<file path="config.mk">
export PLATFORM = sky130hd
export DESIGN_NAME = ed_page_decoder
export DESIGN_NICKNAME = d
export VERILOG_FILES = /design/src/rtl/ed_page_pkg.sv /design/src/rtl/ed_quad_dec.sv /design/src/rtl/ed_blk_dec.sv /design/src/rtl/ed_port_special.sv /design/src/rtl/ed_page_decoder.sv
export SDC_FILE = /design/constraint.sdc
export NUM_CORES = 1
export LEC_CHECK = 0
export ABC_AREA = 0
export BUFFER_PORTS_ARGS = -buffer_cell sky130_fd_sc_hd__buf_2
export CAP_MARGIN = 10
export CORE_AREA = 2 2 42 44
export DETAILED_ROUTE_END_ITERATION = 8
export DIE_AREA = 0 0 44 46
export PLACE_DENSITY_LB_ADDON = 0.05
export SLEW_MARGIN = 20
export SYNTH_ARGS = -nofsm -noshare
export SYNTH_HDL_FRONTEND = slang
export SYNTH_SLANG_ARGS = --single-unit
</file>
<file path="constraint.sdc">
create_clock -name vclk -period 1
set_input_delay 0.05 -clock vclk [all_inputs]
set_output_delay 0.05 -clock vclk [all_outputs]
set_load 0.02 [all_outputs]
</file>
<file path="src/rtl/ed_page_pkg.sv">
package ed_page_pkg;

    localparam int OPC_W  = 8;
    localparam int DATA_W = 8;

    typedef enum logic [4:0] {
        OP_NOP    = 5'd0,
        OP_IN_C   = 5'd1,
        OP_OUT_C  = 5'd2,
        OP_SBC16  = 5'd3,
        OP_ADC16  = 5'd4,
        OP_ST16   = 5'd5,
        OP_LD16   = 5'd6,
        OP_NEG    = 5'd7,
        OP_RETN   = 5'd8,
        OP_RETI   = 5'd9,
        OP_IM     = 5'd10,
        OP_LD_I_A = 5'd11,
        OP_LD_R_A = 5'd12,
        OP_LD_A_I = 5'd13,
        OP_LD_A_R = 5'd14,
        OP_RRD    = 5'd15,
        OP_RLD    = 5'd16,
        OP_BLOCK  = 5'd17
    } ed_op_e;

    typedef enum logic [1:0] {
        IMC_MODE0 = 2'b00,
        IMC_MODE1 = 2'b01,
        IMC_MODE2 = 2'b10,
        IMC_UNDEF = 2'b11
    } im_code_e;

    // Row index bits 1:0 of the interrupt-mode column pick the latch value.
    function automatic im_code_e im_from_row(input logic [1:0] row_lo);
        im_code_e res;
        unique case (row_lo)
            2'd0:    res = IMC_MODE0;
            2'd1:    res = IMC_UNDEF;
            2'd2:    res = IMC_MODE1;
            default: res = IMC_MODE2;
        endcase
        return res;
    endfunction

endpackage

</file>
<file path="src/rtl/ed_quad_dec.sv">
module ed_quad_dec
    import ed_page_pkg::*;
(
    input  logic [5:0] low_bits,
    output ed_op_e     op,
    output logic [2:0] reg_sel,
    output logic [1:0] pair_sel,
    output logic       im_load,
    output logic [1:0] im_code
);

    logic [2:0] col;
    logic [2:0] row;

    assign col = low_bits[2:0];
    assign row = low_bits[5:3];

    always_comb begin
        op       = OP_NOP;
        reg_sel  = '0;
        pair_sel = '0;
        im_load  = 1'b0;
        im_code  = '0;
        unique case (col)
            3'd0: begin
                op      = OP_IN_C;
                reg_sel = row;
            end
            3'd1: begin
                op      = OP_OUT_C;
                reg_sel = row;
            end
            3'd2: begin
                op       = row[0] ? OP_ADC16 : OP_SBC16;
                pair_sel = row[2:1];
            end
            3'd3: begin
                op       = row[0] ? OP_LD16 : OP_ST16;
                pair_sel = row[2:1];
            end
            3'd4: op = OP_NEG;
            3'd5: op = row[0] ? OP_RETI : OP_RETN;
            3'd6: begin
                op      = OP_IM;
                im_load = 1'b1;
                im_code = im_from_row(row[1:0]);
            end
            default: begin
                unique case (row)
                    3'd0:    op = OP_LD_I_A;
                    3'd1:    op = OP_LD_R_A;
                    3'd2:    op = OP_LD_A_I;
                    3'd3:    op = OP_LD_A_R;
                    3'd4:    op = OP_RRD;
                    3'd5:    op = OP_RLD;
                    default: op = OP_NOP;
                endcase
            end
        endcase
    end

    always_comb begin
        if (im_load) begin
            AST_IM_ONLY_IN_COL6: assert (col == 3'd6)
                else $error("im_load outside the mode column");
        end
    end

endmodule

</file>
<file path="src/rtl/ed_blk_dec.sv">
module ed_blk_dec (
    input  logic [5:0] low_bits,
    output logic       hit,
    output logic [1:0] kind,
    output logic       down,
    output logic       repeat_en
);

    always_comb begin
        hit       = low_bits[5] & ~low_bits[2];
        kind      = '0;
        down      = 1'b0;
        repeat_en = 1'b0;
        if (hit) begin
            kind      = low_bits[1:0];
            down      = low_bits[3];
            repeat_en = low_bits[4];
        end
    end

endmodule

</file>
<file path="src/rtl/ed_port_special.sv">
module ed_port_special #(
    parameter int VARIANT = 0,
    parameter int OPC_W   = 8,
    parameter int DATA_W  = 8
) (
    input  logic [OPC_W-1:0]  opcode,
    output logic              flag_only_in,
    output logic              const_out,
    output logic [DATA_W-1:0] const_data
);

    localparam logic [OPC_W-1:0] CODE_FLAG_IN = OPC_W'('h70);
    localparam logic [OPC_W-1:0] CODE_CONST   = OPC_W'('h71);

    logic [DATA_W-1:0] const_val;

    generate
        if (VARIANT != 0) begin : g_cmos
            assign const_val = '1;
        end else begin : g_nmos
            assign const_val = '0;
        end
    endgenerate

    assign flag_only_in = (opcode == CODE_FLAG_IN);
    assign const_out    = (opcode == CODE_CONST);
    assign const_data   = const_out ? const_val : '0;

endmodule

</file>
<file path="src/rtl/ed_page_decoder.sv">
module ed_page_decoder
    import ed_page_pkg::*;
#(
    parameter int VARIANT = 0
) (
    input  logic [7:0] opcode,
    output logic [4:0] op_class,
    output logic [2:0] reg_sel,
    output logic [1:0] pair_sel,
    output logic       im_load,
    output logic [1:0] im_code,
    output logic       flag_only_in,
    output logic       const_out,
    output logic [7:0] const_data,
    output logic [1:0] blk_kind,
    output logic       blk_down,
    output logic       blk_repeat
);

    localparam logic [7:0] CONST_EXP = (VARIANT != 0) ? 8'hFF : 8'h00;

    ed_op_e     q_op;
    logic [2:0] q_reg;
    logic [1:0] q_pair;
    logic       q_im_load;
    logic [1:0] q_im_code;
    logic       b_hit;
    logic [1:0] b_kind;
    logic       b_down;
    logic       b_rep;
    ed_op_e     sel_op;

    ed_quad_dec u_quad (
        .low_bits (opcode[5:0]),
        .op       (q_op),
        .reg_sel  (q_reg),
        .pair_sel (q_pair),
        .im_load  (q_im_load),
        .im_code  (q_im_code)
    );

    ed_blk_dec u_blk (
        .low_bits  (opcode[5:0]),
        .hit       (b_hit),
        .kind      (b_kind),
        .down      (b_down),
        .repeat_en (b_rep)
    );

    ed_port_special #(
        .VARIANT (VARIANT),
        .OPC_W   (OPC_W),
        .DATA_W  (DATA_W)
    ) u_port (
        .opcode       (opcode),
        .flag_only_in (flag_only_in),
        .const_out    (const_out),
        .const_data   (const_data)
    );

    always_comb begin
        sel_op     = OP_NOP;
        reg_sel    = '0;
        pair_sel   = '0;
        im_load    = 1'b0;
        im_code    = '0;
        blk_kind   = '0;
        blk_down   = 1'b0;
        blk_repeat = 1'b0;
        unique case (opcode[7:6])
            2'b01: begin
                sel_op   = q_op;
                reg_sel  = q_reg;
                pair_sel = q_pair;
                im_load  = q_im_load;
                im_code  = q_im_code;
            end
            2'b10: begin
                if (b_hit) begin
                    sel_op     = OP_BLOCK;
                    blk_kind   = b_kind;
                    blk_down   = b_down;
                    blk_repeat = b_rep;
                end
            end
            default: sel_op = OP_NOP;
        endcase
    end

    assign op_class = sel_op;

    always_comb begin
        if (opcode[7:6] == 2'b00 || opcode[7:6] == 2'b11) begin
            AST_OUTER_IS_NOP: assert (op_class == OP_NOP && !im_load && !flag_only_in && !const_out)
                else $error("outer quadrant not NOP");
        end
        if (op_class == OP_BLOCK) begin
            AST_BLOCK_QUADRANT: assert (opcode[7:5] == 3'b101)
                else $error("block class outside its range");
        end
        if (im_load) begin
            AST_IM_CLASS: assert (op_class == OP_IM)
                else $error("mode load without mode class");
        end
        if (flag_only_in) begin
            AST_FLAG_IN_CLASS: assert (op_class == OP_IN_C && reg_sel == 3'd6)
                else $error("flag-only input on wrong class");
        end
        if (const_out) begin
            AST_CONST_VALUE: assert (op_class == OP_OUT_C && const_data == CONST_EXP)
                else $error("constant output wrong");
        end
    end

endmodule

</file>
==> out/metrics.yaml <==
status:
  status: "finished with violations"
  failed_checks: "negative setup slack"
worst_setup_path:
  crit_path_end_kind: "primary output"
  cp_data_required_time_ns: 0.95
  path_max_fanout: 4
  crit_arrival_ns: 1.18
  crit_type: "in -> out"
  start_kind: "primary input"
die:
  die-height_um: 46
  dieArea_mm2: 0.00202
  ios: 35
  initial_utilization: 0.315
  placement_rows: 15
  placeableCoreArea_mm2: 0.00161
  die_width_um: 44
global_route:
  grt_pass1_wl_mm: 2.40
  antenna_found_initial: 0
  grt_max_degree: 9
  first_global_vias: 539
  grt_overflow: 0
  grt_usage: 0.153
final_layout:
  regArea_um2: 0
  clkbuf_count: 0
  fin_util: 0.654
  fin_cells: 134
  antenna_cells: 0
  final_cell_mix: "buf_4 (30), buf_2 (11), conb_1 (8), buf_6 (8)"
  seq_cell_count: 0
  finalNetCount: 134
  final_layout_size_suffix_gt1_frac: 0.735
  multi_input_area_um2: 554
  area.growth.synth_to_final_pct: 108
  layout_commonest_cell: "buf_4"
  num-fill-cells: 137
drt:
  ant_nets: 0
  via_per_inst: 4.74
  drt-pass1-iter-count: 4
  wl_mm: 1.55
  wl_per_cell_um: 11.6
  drc: 0
  num_vias: 635
  drtIter0Drc: 7
power:
  power_frac_comb: 1.000
  max-vdd-ir-drop_uv: 186
  p_leak_nw: 0.493
  switching_share: 0.512
  p_switching_uw: 194
  p_seq_frac: 0
  p_clk_frac: 0
  powerDensity_mw_per_mm2: 360
  intPower_uw: 185
timing:
  setup_viol: 10
  fin_ws_ns: -0.231
  layout_min_cycle_time_ns: 1.23
  rsz0062_at_grt: "yes"
  slew_viol_final: 0
  finalSetupTns_ns: -0.795
  hold_viol: 0
  fin_crit_sh: 1.23
  fmax_mhz: 813
synth:
  synth.yosys.seq_area_share: 0
  avgSynthCellArea_um2: 7.47
  netlist_area_um2: 508
  synthCells: 68
  yosysUniqueCellTypes: 35
  synth_top_area_cell: "ha_1"
  yosysTopAreaCellShare: 0.172
  synthTopCellsByArea: "ha_1 (17%), buf_4 (13%), nor3b_2 (4.9%)"
  ys_warn_count: 0
place:
  gp_congestion: 0.782
  port_buffers: 27
  post-place-ws_ns: -0.319
  placedCellCount: 131
  hpwlAfterDp_mm: 1.16
flow_run:
  drv_cap: 0
worst_hold_path:
  hold_end: "const_out"
  hold_path_class: "in -> out"
  hold_start: "opcode[1]"
  hold_path_depth: 3
clock_network:
  cts_hold_buf: 0
## how the worst max path moves through the flow
stage / start / end / slack [ns]
after floorplan: opcode[3] / op_class[2] / -0.08
after global placement: opcode[4] / op_class[0] / -0.30
after detailed placement: opcode[4] / op_class[0] / -0.32
after CTS: opcode[3] / op_class[0] / -0.23
after global routing: opcode[3] / op_class[0] / -0.32
final: opcode[3] / op_class[0] / -0.23
## power by group through the flow
stage	Combinational (mW)	Sequential [mW]	Clock, mW
finish	0.380	0	0
global route	0.410	0	0
CTS	0.360	0	0
detailed placement	0.315	0	0
global placement	0.317	0	0
floorplan	0.201	0	0
## stage by stage
step	hold WS (ns)	total power [mW]	area, µm²
3_5_place_dp	0.525	0.315	877
6_report	0.499	0.380	1060
3_3_place_gp	0.527	0.317	877
5_1_grt	0.526	0.410	1060
4_1_cts	0.538	0.360	1000
2_1_floorplan	0.240	0.201	611
## cell type report
| type | instances | area share |
|---|---|---|
| inverters | 6 | 0.0308 |
| multi-input cells | 57 | 0.525 |
| well taps | 17 | 0.0201 |
| repair buffers | 54 | 0.424 |
## synth_stat cells (2+ instances only)
cell / n
o211ai_1: 2
buf_4: 9
o21ai_0: 2
nand2_1: 2
inv_1: 6
buf_6: 2
nor3b_1: 2
nor2_1: 3
nor3b_2: 2
nor4_1: 2
nor3_1: 3
ha_1: 7
a21oi_2: 2
and2_1: 3
## cells by family (layout without fill, tap and decap cells)
family                   after synthesis  after routing  share of synthesized area
buffers and inverters                 18             60                      0.232
XOR/XNOR                               1              1                     0.0172
AO/OA/AOI/OAI                         14             14                      0.202
other                                  1              8                    0.00738
adder cells (fa/ha/maj)                7              7                      0.172
AND/OR/NAND/NOR                       27             27                      0.369
## critical path, stage by stage
cell        delay, ns
buf_8            0.08
clkinvlp_4       0.13
ha_4             0.20
o211ai_1         0.18
o21ai_2          0.08
a211oi_2         0.21
o22ai_2          0.11
buf_6            0.14
## per-layer routing
layer | track usage | share of wire | vias up
met3 | 0.00397 | 0.043 | 0
li1 | - | - | 316
met1 | 0.200 | 0.44 | 304
met5 | 0 | 0 | -
met4 | 0 | 0 | 0
met2 | 0.294 | 0.52 | 15
## repair_timing
action | CTS | global route
buffers inserted | 3 | 1
resized for setup | 25 | 16
endpoints found under the hold margin | 0 | 0
endpoints found under the setup margin | 9 | 12
pin swaps | 14 | 6
Note: power is estimated with default switching activity, not from simulation.
